===== src/rtl/gpio_irq_pkg.sv =====
package gpio_irq_pkg;
  localparam int PAD_SEL_W = 8;
  localparam int PAD_SPACE = 1 << PAD_SEL_W;

  localparam logic [1:0] W_TRIG  = 2'd0;
  localparam logic [1:0] W_SEL_A = 2'd1;
  localparam logic [1:0] W_SEL_B = 2'd2;
  localparam logic [1:0] W_FILT  = 2'd3;

  typedef struct packed {
    logic [PAD_SEL_W-1:0] sel;
    logic                 edge_md;
    logic                 low_md;
    logic                 both_md;
  } chan_cfg_t;
endpackage


===== src/rtl/gpio_irq_regs.sv =====
module gpio_irq_regs
  import gpio_irq_pkg::*;
#(
  parameter int NUM_CH   = 8,
  parameter bit HAS_BOTH = 1'b1,
  parameter bit HAS_GEN  = 1'b1
) (
  input  logic                     clk_i,
  input  logic                     rst_ni,
  input  logic                     wr_en_i,
  input  logic [1:0]               addr_i,
  input  logic [31:0]              wdata_i,
  output logic [31:0]              rdata_o,
  output chan_cfg_t [NUM_CH-1:0]   cfg_o,
  output logic                     gen_o
);
  function automatic logic [31:0] trig_mask();
    logic [31:0] m = '0;
    for (int i = 0; i < NUM_CH; i++) begin
      m[i]      = 1'b1;
      m[16 + i] = 1'b1;
      if (HAS_BOTH) m[8 + i] = 1'b1;
    end
    if (HAS_GEN) m[31] = 1'b1;
    return m;
  endfunction

  localparam logic [31:0] TRIG_MASK = trig_mask();

  logic [31:0]      trig_q;
  logic [1:0][31:0] psel_q;
  logic [31:0]      filt_q;

  always_ff @(posedge clk_i or negedge rst_ni) begin
    if (!rst_ni) begin
      trig_q <= '0;
      psel_q <= '0;
      filt_q <= '0;
    end else if (wr_en_i) begin
      case (addr_i)
        W_TRIG:  trig_q    <= wdata_i & TRIG_MASK;
        W_SEL_A: psel_q[0] <= wdata_i;
        W_SEL_B: psel_q[1] <= wdata_i;
        default: filt_q    <= wdata_i;
      endcase
    end
  end

  always_comb begin
    case (addr_i)
      W_TRIG:  rdata_o = trig_q;
      W_SEL_A: rdata_o = psel_q[0];
      W_SEL_B: rdata_o = psel_q[1];
      default: rdata_o = filt_q;
    endcase
  end

  assign gen_o = HAS_GEN ? trig_q[31] : 1'b1;

  for (genvar c = 0; c < NUM_CH; c++) begin : g_cfg
    assign cfg_o[c].sel     = psel_q[c / 4][(c % 4) * PAD_SEL_W +: PAD_SEL_W];
    assign cfg_o[c].edge_md = trig_q[c];
    assign cfg_o[c].low_md  = trig_q[16 + c];
    assign cfg_o[c].both_md = trig_q[8 + c];
  end
endmodule


===== src/rtl/gpio_irq_chan.sv =====
module gpio_irq_chan
  import gpio_irq_pkg::*;
(
  input  logic                 clk_i,
  input  logic                 rst_ni,
  input  logic [PAD_SPACE-1:0] pad_i,
  input  chan_cfg_t            cfg_i,
  input  logic                 gen_i,
  output logic                 irq_o
);
  chan_cfg_t cfg_q;
  logic      sig, prev_q, cfg_chg, pulse, irq_d;

  // both-edge ignores polarity
  assign sig     = pad_i[cfg_i.sel] ^ (cfg_i.low_md & ~cfg_i.both_md);
  assign cfg_chg = (cfg_i != cfg_q);
  assign pulse   = cfg_i.both_md ? (sig ^ prev_q) : (sig & ~prev_q);
  assign irq_d   = gen_i & ((cfg_i.both_md | cfg_i.edge_md) ? (pulse & ~cfg_chg) : sig);

  always_ff @(posedge clk_i or negedge rst_ni) begin
    if (!rst_ni) begin
      prev_q <= 1'b0;
      cfg_q  <= '0;
      irq_o  <= 1'b0;
    end else begin
      prev_q <= sig;
      cfg_q  <= cfg_i;
      irq_o  <= irq_d;
    end
  end
endmodule


===== src/rtl/gpio_irq_mux.sv =====
module gpio_irq_mux
  import gpio_irq_pkg::*;
#(
  parameter int NUM_PADS = 200,
  parameter int NUM_CH   = 8,
  parameter bit HAS_BOTH = 1'b1,
  parameter bit HAS_GEN  = 1'b1
) (
  input  logic                clk_i,
  input  logic                rst_ni,
  input  logic [NUM_PADS-1:0] pad_i,
  input  logic                wr_en_i,
  input  logic [1:0]          addr_i,
  input  logic [31:0]         wdata_i,
  output logic [31:0]         rdata_o,
  output logic [NUM_CH-1:0]   irq_o
);
  logic [NUM_PADS-1:0]     sync1_q, sync2_q;
  logic [PAD_SPACE-1:0]    pad_ext;
  chan_cfg_t [NUM_CH-1:0]  chan_cfg;
  logic                    gen_en;

  always_ff @(posedge clk_i or negedge rst_ni) begin
    if (!rst_ni) begin
      sync1_q <= '0;
      sync2_q <= '0;
    end else begin
      sync1_q <= pad_i;
      sync2_q <= sync1_q;
    end
  end

  // unimplemented pad indices read as 0
  assign pad_ext = PAD_SPACE'(sync2_q);

  gpio_irq_regs #(
    .NUM_CH  (NUM_CH),
    .HAS_BOTH(HAS_BOTH),
    .HAS_GEN (HAS_GEN)
  ) u_regs (
    .clk_i  (clk_i),
    .rst_ni (rst_ni),
    .wr_en_i(wr_en_i),
    .addr_i (addr_i),
    .wdata_i(wdata_i),
    .rdata_o(rdata_o),
    .cfg_o  (chan_cfg),
    .gen_o  (gen_en)
  );

  for (genvar c = 0; c < NUM_CH; c++) begin : g_chan
    gpio_irq_chan u_chan (
      .clk_i (clk_i),
      .rst_ni(rst_ni),
      .pad_i (pad_ext),
      .cfg_i (chan_cfg[c]),
      .gen_i (gen_en),
      .irq_o (irq_o[c])
    );
  end
endmodule


===== config.mk =====
export PLATFORM = sky130hd
export DESIGN_NAME = gpio_irq_mux
export DESIGN_NICKNAME = d
export VERILOG_FILES = /design/src/rtl/gpio_irq_pkg.sv /design/src/rtl/gpio_irq_regs.sv /design/src/rtl/gpio_irq_chan.sv /design/src/rtl/gpio_irq_mux.sv
export SDC_FILE = /design/constraint.sdc
export NUM_CORES = 1
export LEC_CHECK = 0
export BUFFER_PORTS_ARGS = -buffer_cell sky130_fd_sc_hd__buf_2
export CAP_MARGIN = 20
export CORE_MARGIN = 2
export CORE_UTILIZATION = 25
export CTS_CLUSTER_DIAMETER = 200
export CTS_CLUSTER_SIZE = 20
export DETAILED_ROUTE_END_ITERATION = 8
export MAX_ROUTING_LAYER = met4
export PLACE_DENSITY = 0.51
export SLEW_MARGIN = 15
export SYNTH_ARGS = -nofsm -noshare
export SYNTH_HDL_FRONTEND = slang
export SYNTH_SLANG_ARGS = --single-unit

===== constraint.sdc =====
create_clock -name clk_i -period 4.45 [get_ports clk_i]
set_input_delay 0.89 -clock clk_i [delete_from_list [all_inputs] [get_ports clk_i]]
set_output_delay 0.89 -clock clk_i [all_outputs]
set_load 0.02 [all_outputs]

==> flow_metrics.env, run 1 <==
export IMPL_status="finished, final reports clean"
export IMPL_finalPower_mw=16.9
export IMPL_cts_hold_buf=0
export IMPL_ys_seq_elements=625
export IMPL_synth_area_leaders="dfrtp_1 (48%), mux4_2 (31%), mux2i_1 (4.3%)"
export IMPL_synth_edf_count=0
export IMPL_cts_buffers=37
export IMPL_final_period_utilization_pct=95.1
export IMPL_grt_overflow_total=0
export IMPL_rsz0062_at_grt="false"
export IMPL_antenna_found_initial=15
export IMPL_io_pins=277
export IMPL_path_class="reg -> reg"
export IMPL_yosys_most_used_dff="dfrtp_1"
export IMPL_drtPass1Iterations=5
export IMPL_num_rows=132
export IMPL_grt_max_degree=122
export IMPL_synth_top_family_by_area="multiplexers"
export IMPL_routabilityCongestion=0.940
export IMPL_setup_tns_ps=0
export IMPL_dr_first_iter_drc_count=2080
export IMPL_synth_compound_area_share_pct=4.00
export IMPL_num_fill_cells=12972
export IMPL_worst_pin_slew_ps=1040
export IMPL_crit_start="u_regs.cfg_o[47]"
export IMPL_arrival_ps=4790
export IMPL_dieArea_um2=133000
export IMPL_synth_top_cell_area_share_pct=48.0
export IMPL_clk_latency_ps=630
export IMPL_min_path_type="reg -> reg"
export IMPL_ant_nets=0
export IMPL_wire_per_inst_um=30.5
export IMPL_path_clk_slew_ps=110
export IMPL_synthSimpleGateAreaFrac_pct=2.74
export IMPL_fin_cells=4012
export IMPL_yosys_area_share_adder_pct=0.307
export IMPL_dpl_instance_area_um2=36500
export IMPL_start_util_pct=25.2
export IMPL_ys_seq_area_share_pct=48.0
export IMPL_synth_warnings=0
export IMPL_startpoint_type="register"
export IMPL_die_h_um=365
export IMPL_netlist_area_um2=32600
export IMPL_post_cts_setup_buffers=0
export IMPL_synthXorXnorAreaFrac_pct=2.55
export IMPL_layout_common_cells="dfrtp_1 (609), mux4_2 (442), buf_2 (275), mux2i_1 (140), buf_4 (99)"
export IMPL_final_common_cell="dfrtp_1"
export IMPL_via_count=21410
export IMPL_nNetsFinal=2498
export IMPL_setup_violations=0
export IMPL_cp_max_fo=24
export IMPL_coreArea_um2=129000
export IMPL_cts_resized=0
export IMPL_cp_required_ps=5010
export IMPL_hold_viol=0
export IMPL_synth_top_cell_by_area="dfrtp_1"
export IMPL_power_leakage_nw=14.8
export IMPL_cts_htree_levels=2
export IMPL_p_per_area_nw_per_um2=449
export IMPL_hold_start="sync1_q[76]"
export IMPL_track_usage_pct=19.0
export IMPL_finClkSkew_ps=37.9
export IMPL_grt_pass1_wl_mm=176
export IMPL_synth_nets=2241
export IMPL_port_buffers=276
export IMPL_avgViaCountPerCell=5.34
export IMPL_timing_slew_headroom_pct=30.5
export IMPL_synthDistinctLibCells=60
export IMPL_drt_total_wl_mm=122
export IMPL_cp_end_kind="register"
export IMPL_ys_async_sr_fraction_pct=100
export IMPL_place_inst=3956
export IMPL_r2r_start="u_regs.cfg_o[47]"
export IMPL_grt_pass1_vias=23150
export IMPL_drive_above_1_share_pct=44.1
export IMPL_clk_path_buf_depth=3
export IMPL_root_buffer="clkbuf_16"
export IMPL_drc=0
export IMPL_muxShareOfSynthArea_pct=39.6
export IMPL_die_w_um=365
export IMPL_fin_area_um2=37600
export IMPL_dp_hpwl_mm=91.3
export IMPL_syn_to_final_growth_pct=15.4
export IMPL_vdd_drop_max_mv=0.241
export IMPL_syn_inst=1996
export IMPL_clock_sinks=625
export IMPL_synth_avg_cell_area_um2=16.3
export IMPL_drv_cap=0
export IMPL_cts_tree="built"
export IMPL_slew_viol_final=0
export IMPL_post_route_min_period_ps=4230
export IMPL_fmax_ghz=0.236
==> report_power, final <==
group	switching (mW)	total [mW]	internal, mW
combinational	2.99	6.06	3.07
sequential	1.03	7.30	6.27
clock	1.92	3.51	1.59
==> registers in the layout, indices dropped and copies added (netlist names) <==
signal                count
sync1_q                 200
sync2_q                 200
g_chan.u_chan.cfg_q      88
u_regs.cfg_o             64
u_regs.filt_q            32
u_regs.trig_q            25
g_chan.u_chan.irq_o       8
g_chan.u_chan.prev_q      8
==> metrics by stage <==
stage	hold slack [ps]	worst slack (ps)	utilization (%)
5_1_grt	334	39.2	29.0
6_report	324	218	29.0
2_1_floorplan	331	757	-
3_3_place_gp	335	198	28.2
3_5_place_dp	335	303	28.2
4_1_cts	322	236	29.0
==> path summary, 6_finish.rpt <==
check | endpoint | cells past startpoint | slack, ps
min in group asynchronous | sync2_q[174] | 1 | 340
max | g_chan[4].u_chan.irq_o | 13 | 220
min | sync2_q[76] | 0 | 320
max reg2reg | g_chan[4].u_chan.irq_o | 13 | 220
min reg2reg | sync2_q[76] | 0 | 320
max in group asynchronous | sync1_q[132] | 2 | 2930
==> synth_stat cells, drive strengths merged (9+ instances only) <==
| cell type | instances |
|---|---|
| a21oi | 20 |
| nand2b | 14 |
| nor2 | 20 |
| o22ai | 27 |
| nand4 | 19 |
| a22o | 9 |
| nand3 | 18 |
| mux2 | 136 |
| o21ai | 23 |
| xnor2 | 72 |
| nor2b | 18 |
| xor2 | 23 |
| mux4 | 442 |
| clkbuf | 81 |
| nand2 | 35 |
| o221ai | 43 |
| buf | 97 |
| dfrtp | 625 |
| mux2i | 140 |
| inv | 27 |
==> worst max-delay path, stage by stage, from the launching register on <==
cell and delay, ps:
dfrtp_4 480, buf_12 230, mux4_2 530, mux4_2 470, mux2i_1 440, a21oi_1 290
o22ai_1 430, mux2i_1 230, xnor2_1 280, ha_1 190, nor2b_1 120, o2111ai_1 100
nor3_1 190, a32o_1 150
==> layout make-up <==
type / instances / area, um^2 / share of cell area, %
Clock inverter: 3 / 27.5 / 0.0732
Inverter: 28 / 105 / 0.280
Multi-Input combinational cell: 1165 / 16000 / 42.6
Tap cell: 1742 / 2180 / 5.80
Antenna cell: 8 / 20.0 / 0.0533
Sequential cell: 625 / 15700 / 41.7
Clock buffer: 45 / 998 / 2.66
Timing Repair Buffer: 396 / 2550 / 6.80
==> logic make-up after synthesis <==
| kind of cell | after synthesis |
|---|---|
| buffers and inverters | 206 |
| xor gates and xnor gates | 95 |
| muxes | 718 |
| AOI/OAI and AO/OA | 178 |
| adders and majority gates | 8 |
| and+or+nand+nor | 166 |
| DFF | 625 |
==> routing by layer <==
metal | vias to the layer above | routed length [um] | global-route usage [%]
li1 | 8471 | - | -
met1 | 11703 | 49100 | 23.8
met2 | 1021 | 60600 | 31.1
met3 | 215 | 7750 | 3.28
met4 | 0 | 4700 | 6.33
met5 | - | 0 | -
(Power assumes the default switching activity.)
==> inputs of run 2 (changes only) <==
PLACE_DENSITY = 0.52   (was 0.51)
clock period = 3.8 ns   (was 4.45 ns; I/O delays follow)
==> run 2 against run 1 <==
Clock power increased by 18%. Critical path type unchanged. Routed wire length increased by 4.8%. Via count increased by 4.5%. Hold slack got worse by 180 ps. Non-clock buffer count increased by 274. Maximum frequency increased by 8.6%. Sequential share of layout area decreased by 3.0 points. Utilization increased by 2.2 points. Critical path depth increased by 1. Final area increased by 7.7%. The run now ends with negative setup slack left. Register-to-register slack got worse by 310 ps.
==> flow_metrics.env, run 2 (synthesized netlist as in run 1, its figures left out) <==
export IMPL_status="finished with violations"
export IMPL_violations="negative setup slack"
export IMPL_nNetsFinal=2772
export IMPL_hold_viol=0
export IMPL_final_period_utilization_pct=103
export IMPL_finalPower_mw=21.1
export IMPL_cts_tree="built"
export IMPL_drv_cap=0
export IMPL_min_path_type="in -> async"
export IMPL_avgViaCountPerCell=5.22
export IMPL_drtPass1Iterations=5
export IMPL_dieArea_um2=133000
export IMPL_grt_pass1_vias=24094
export IMPL_startpoint_type="register"
export IMPL_grt_pass1_wl_mm=181
export IMPL_dr_first_iter_drc_count=2218
export IMPL_post_route_min_period_ps=3900
export IMPL_slew_viol_final=0
export IMPL_p_per_area_nw_per_um2=520
export IMPL_reg_top3="sync1_q (200), sync2_q (200), g_chan.u_chan.cfg_q (88)"
export IMPL_dp_hpwl_mm=97.6
export IMPL_finClkSkew_ps=43.1
export IMPL_die_w_um=365
export IMPL_post_route_util_pct=31.3
export IMPL_path_class="reg -> reg"
export IMPL_routabilityCongestion=0.961
export IMPL_arrival_ps=4410
export IMPL_setup_violations=2
export IMPL_antenna_found_initial=3
export IMPL_grt_overflow_total=0
export IMPL_cp_max_fo=7
export IMPL_via_count=22367
export IMPL_root_buffer="clkbuf_16"
export IMPL_clk_path_buf_depth=3
export IMPL_timing_slew_headroom_pct=38.5
export IMPL_cts_htree_levels=2
export IMPL_path_clk_slew_ps=110
export IMPL_grt_max_degree=93
export IMPL_worst_pin_slew_ps=922
export IMPL_drive_above_1_share_pct=51.8
export IMPL_fmax_ghz=0.257
export IMPL_drt_total_wl_mm=128
export IMPL_power_leakage_nw=16.4
export IMPL_cp_required_ps=4310
export IMPL_syn_to_final_growth_pct=24.3
export IMPL_num_rows=132
export IMPL_wire_per_inst_um=29.9
export IMPL_drc=0
export IMPL_track_usage_pct=19.6
export IMPL_clk_latency_ps=660
export IMPL_port_buffers=276
export IMPL_cp_end_kind="register"
export IMPL_final_common_cell="dfrtp_1"
export IMPL_hold_ws_ps=147
export IMPL_layout_common_cells="dfrtp_1 (607), mux4_2 (442), buf_4 (327), buf_2 (275), mux2i_1 (134)"
export IMPL_die_h_um=365
export IMPL_rsz0062_at_grt="true"
export IMPL_io_pins=277
export IMPL_cts_buffers=37
export IMPL_clock_sinks=625
export IMPL_layout_setup_ws_ps=-96.0
export IMPL_dpl_instance_area_um2=38600
export IMPL_vdd_drop_max_mv=0.258
export IMPL_fin_area_um2=40500
export IMPL_start_util_pct=25.2
export IMPL_coreArea_um2=129000
export IMPL_ant_nets=0
## run 2: cell types whose count changed in the layout (fill, tap and decap cells not counted), moves of 6 or more
cell,before,now
mux2i_1,140,134
buf_4,99,327
buf_12,21,45
diode_2,8,1
buf_6,0,9
## run 2: per-stage QoR
stage	TNS, ps	std cells	setup slack [ps]
CTS	-128	4261	-63.4
detailed placement	-943	4198	-353
global route	-405	4281	-187
finish	-99.1	4282	-96.0
global placement	-628	4198	-331
floorplan	0	1996	107
## run 2: timing repair
| action | in CTS | in global routing |
|---|---|---|
| resized for setup | 40 | 39 |
| cloned | 3 | 5 |
| setup buffers | 9 | 18 |
| hold endpoints to repair | 0 | 0 |
| pin swaps | 11 | 14 |
| hold buffers | 0 | 0 |
| setup endpoints to repair | 5 | 8 |
## run 2: worst max-delay path: stages, from the launching register on
cell      delay, ps
dfrtp_4         560
buf_12          190
buf_8           120
mux4_2          500
mux4_2          510
mux2i_2         200
mux4_2          330
nand2b_1         90
nand2_2         100
xnor2_2         130
ha_1            260
o21ai_2         120
nand4_1         110
or4_4           450
o41ai_4          70
## run 2: routing by layer
layer	wire [um]	part of all wire [%]	GRT usage, %	vias up
met2	63000	49	32.0	1035
met3	7730	6.0	3.15	211
li1	-	-	-	9041
met1	52200	41	24.6	12080
met4	5190	4.1	7.04	0
met5	0	0	-	-
## run 2: area by class of cell
type,instances,area (um^2)
Fill cell,12776,89000
Multi-Input combinational cell,1165,16300
Sequential cell,625,15700
Timing Repair Buffer,670,5150
Tap cell,1742,2180
Clock buffer,46,960
Inverter,28,105
Clock inverter,5,87.6
Antenna cell,1,2.50
## run 2: power breakdown
group / total, mW / internal [mW] / switching (mW)
logic: 8.62 / 4.45 / 4.17
clock network: 4.13 / 1.87 / 2.26
registers: 8.31 / 7.35 / 0.964
## run 2: path summary, 6_finish.rpt
check	start	endpoint	slack, ps	cells past startpoint
hold / removal	rst_ni	sync2_q[157]	150	1
setup reg to reg	u_regs.cfg_o[58]	g_chan[5].u_chan.irq_o	-100	14
hold reg to reg	sync1_q[69]	sync2_q[69]	330	0
min in group clk_i	pad_i[85]	sync1_q[85]	230	1
max in group asynchronous	rst_ni	sync2_q[68]	2460	2
setup / recovery	u_regs.cfg_o[58]	g_chan[5].u_chan.irq_o	-100	14
==> inputs of run 3 (changes only) <==
--- a/config.mk
+++ b/config.mk
@@ -7,3 +7,3 @@
 export LEC_CHECK = 0
-export BUFFER_PORTS_ARGS = -buffer_cell sky130_fd_sc_hd__buf_2
+export BUFFER_PORTS_ARGS = -buffer_cell sky130_fd_sc_hd__buf_4
 export CAP_MARGIN = 20
==> constraint.sdc (replaced) <==
create_clock -name clk_i -period 3.8 [get_ports clk_i]
set_input_delay 0 -clock clk_i [delete_from_list [all_inputs] [get_ports clk_i]]
set_output_delay 0 -clock clk_i [all_outputs]
set_load 0.02 [all_outputs]
==> run 3 against run 2 <==
The flow still finishes with violations (negative setup slack). Global-route usage is 0.89 points higher. Register-to-register slack better by 80 ps. Power is 2.7% higher. Die area stayed put. Utilization is 3.4 points higher. Via count is 7.7% higher. Combinational power is 6.3% higher. Clock power hardly changed. Critical path depth stayed put. Setup slack better by 77 ps. Clock-buffer cell count is 2 higher. Sequential share of layout area is 3.7 points lower. Highest routed layer unchanged.
==> flow_metrics.env, run 3 (synthesized netlist as in run 1, its figures left out) <==
export IMPL_cp_end_kind="register"
export IMPL_cp_required_ps=4340
export IMPL_grt_pass1_vias=25358
export IMPL_hold_viol=0
export IMPL_cp_max_fo=6
export IMPL_min_path_type="in -> reg"
export IMPL_arrival_ps=4360
export IMPL_reg_top3="sync1_q (200), sync2_q (200), g_chan.u_chan.cfg_q (88)"
export IMPL_place_ws_ps=-195
export IMPL_io_pins=277
export IMPL_r2r_cells=14
export IMPL_place_inst=4194
export IMPL_grt_max_degree=154
export IMPL_cts_htree_levels=2
export IMPL_regToRegSetupSlack_ps=-20
export IMPL_grt_pass1_wl_mm=190
export IMPL_vdd_drop_max_mv=0.273
export IMPL_status="finished with violations"
export IMPL_rsz0062_at_grt="true"
export IMPL_wire_per_inst_um=28.7
export IMPL_p_per_area_nw_per_um2=482
export IMPL_fin_area_um2=44800
export IMPL_dp_hpwl_mm=98.1
export IMPL_timing_slew_headroom_pct=39.1
export IMPL_post_route_util_pct=34.6
export IMPL_die_w_um=365
export IMPL_r2r_end="g_chan[5].u_chan.irq_o"
export IMPL_hold_ws_ps=33.5
export IMPL_drc=0
export IMPL_clk_path_buf_depth=3
export IMPL_drv_cap=0
export IMPL_setup_violations=1
export IMPL_finClkSkew_ps=54.1
export IMPL_dieArea_um2=133000
export IMPL_routabilityCongestion=0.945
export IMPL_hold_depth=2
export IMPL_setup_tns_ps=-18.8
export IMPL_power_leakage_nw=18.1
export IMPL_post_route_min_period_ps=3820
export IMPL_r2r_start="u_regs.cfg_o[58]"
export IMPL_dr_first_iter_drc_count=1943
export IMPL_antenna_found_initial=3
export IMPL_num_rows=132
export IMPL_dpl_instance_area_um2=39400
export IMPL_final_period_utilization_pct=100
export IMPL_violations="negative setup slack"
export IMPL_worst_pin_slew_ps=913
export IMPL_port_buffers=276
export IMPL_path_class="reg -> reg"
export IMPL_nNetsFinal=3134
export IMPL_drtPass1Iterations=5
export IMPL_startpoint_type="register"
export IMPL_clk_latency_ps=650
export IMPL_clock_sinks=625
export IMPL_hold_path_end="sync1_q[67]"
export IMPL_root_buffer="clkbuf_16"
export IMPL_grt_overflow_total=0
export IMPL_fmax_ghz=0.262
export IMPL_cts_tree="built"
export IMPL_hold_start="pad_i[67]"
export IMPL_syn_to_final_growth_pct=37.6
export IMPL_via_count=24080
export IMPL_layout_common_cells="buf_4 (610), dfrtp_1 (606), mux4_2 (442), dlygate4sd3_1 (349), mux2i_1 (133)"
export IMPL_cts_buffers=37
export IMPL_track_usage_pct=20.5
export IMPL_layout_setup_ws_ps=-18.8
export IMPL_die_h_um=365
export IMPL_drt_total_wl_mm=133
export IMPL_start_util_pct=25.2
export IMPL_coreArea_um2=129000
export IMPL_ant_nets=0
export IMPL_fin_cells=4648
export IMPL_drive_above_1_share_pct=45.7
export IMPL_path_clk_slew_ps=110
export IMPL_final_common_cell="buf_4"
export IMPL_avgViaCountPerCell=5.18
export IMPL_finalPower_mw=21.6
export IMPL_slew_viol_final=0
==> run 3: cell count changes in the layout (fill, tap and decap cells not counted), moves of 4 or more <==
| cell | before | now |
|---|---|---|
| buf_6 | 9 | 5 |
| buf_12 | 45 | 55 |
| dlygate4sd3_1 | 0 | 349 |
| diode_2 | 1 | 5 |
| buf_4 | 327 | 610 |
| buf_2 | 275 | 0 |
==> run 3: layout make-up <==
cell class | count | area, um^2
timing repair buffer | 1032 | 9530
sequential | 625 | 15700
clock inverter | 3 | 37.5
fill | 12451 | 84700
tap | 1742 | 2180
clock buffer | 48 | 988
inverter | 28 | 105
multi-input combinational | 1165 | 16300
antenna | 5 | 12.5
==> run 3: what timing repair did <==
item                                   4_1_cts  5_1_grt
buffers inserted                            18       26
setup endpoints to repair                    6        8
endpoints found under the hold margin      647        0
gates resized for setup                     36       45
hold buffers                               350        0
gates cloned                                 5        2
pin swaps                                    5       17
==> run 3: power breakdown <==
part / internal [mW] / switching [mW]
registers: 7.35 / 0.984
logic: 4.88 / 4.28
clock network: 1.84 / 2.30
==> run 3: layer usage <==
layer	GRT usage, %	vias up	routed length [um]
met5	-	-	0
met4	7.54	0	6150
met3	2.75	216	8070
met2	33.3	1127	65000
met1	26.1	12966	54100
li1	-	9771	-
==> run 3: worst max-delay path by stage <==
| stage | endpoint | from | slack, ps | cells past startpoint |
|---|---|---|---|---|
| after global placement | g_chan[2].u_chan.irq_o | u_regs.cfg_o[25] | -240 | 15 |
| after detailed placement | g_chan[2].u_chan.irq_o | u_regs.cfg_o[25] | -190 | 15 |
| after global routing | g_chan[2].u_chan.irq_o | u_regs.cfg_o[26] | -150 | 16 |
| final | g_chan[5].u_chan.irq_o | u_regs.cfg_o[58] | -20 | 14 |
| after CTS | g_chan[2].u_chan.irq_o | u_regs.cfg_o[26] | 0.1 | 16 |
| after floorplan | g_chan[5].u_chan.irq_o | u_regs.cfg_o[58] | 110 | 15 |
==> run 3: critical path: stages, from the launching register on <==
cell	delay (ps)
dfrtp_4	500
buf_12	160
buf_8	130
mux4_2	520
mux4_2	530
mux2i_2	210
mux4_2	350
nand2b_1	100
nand2_2	110
xnor2_2	130
ha_1	260
o21ai_1	130
nand4_1	90
or4_1	420
o41ai_2	60
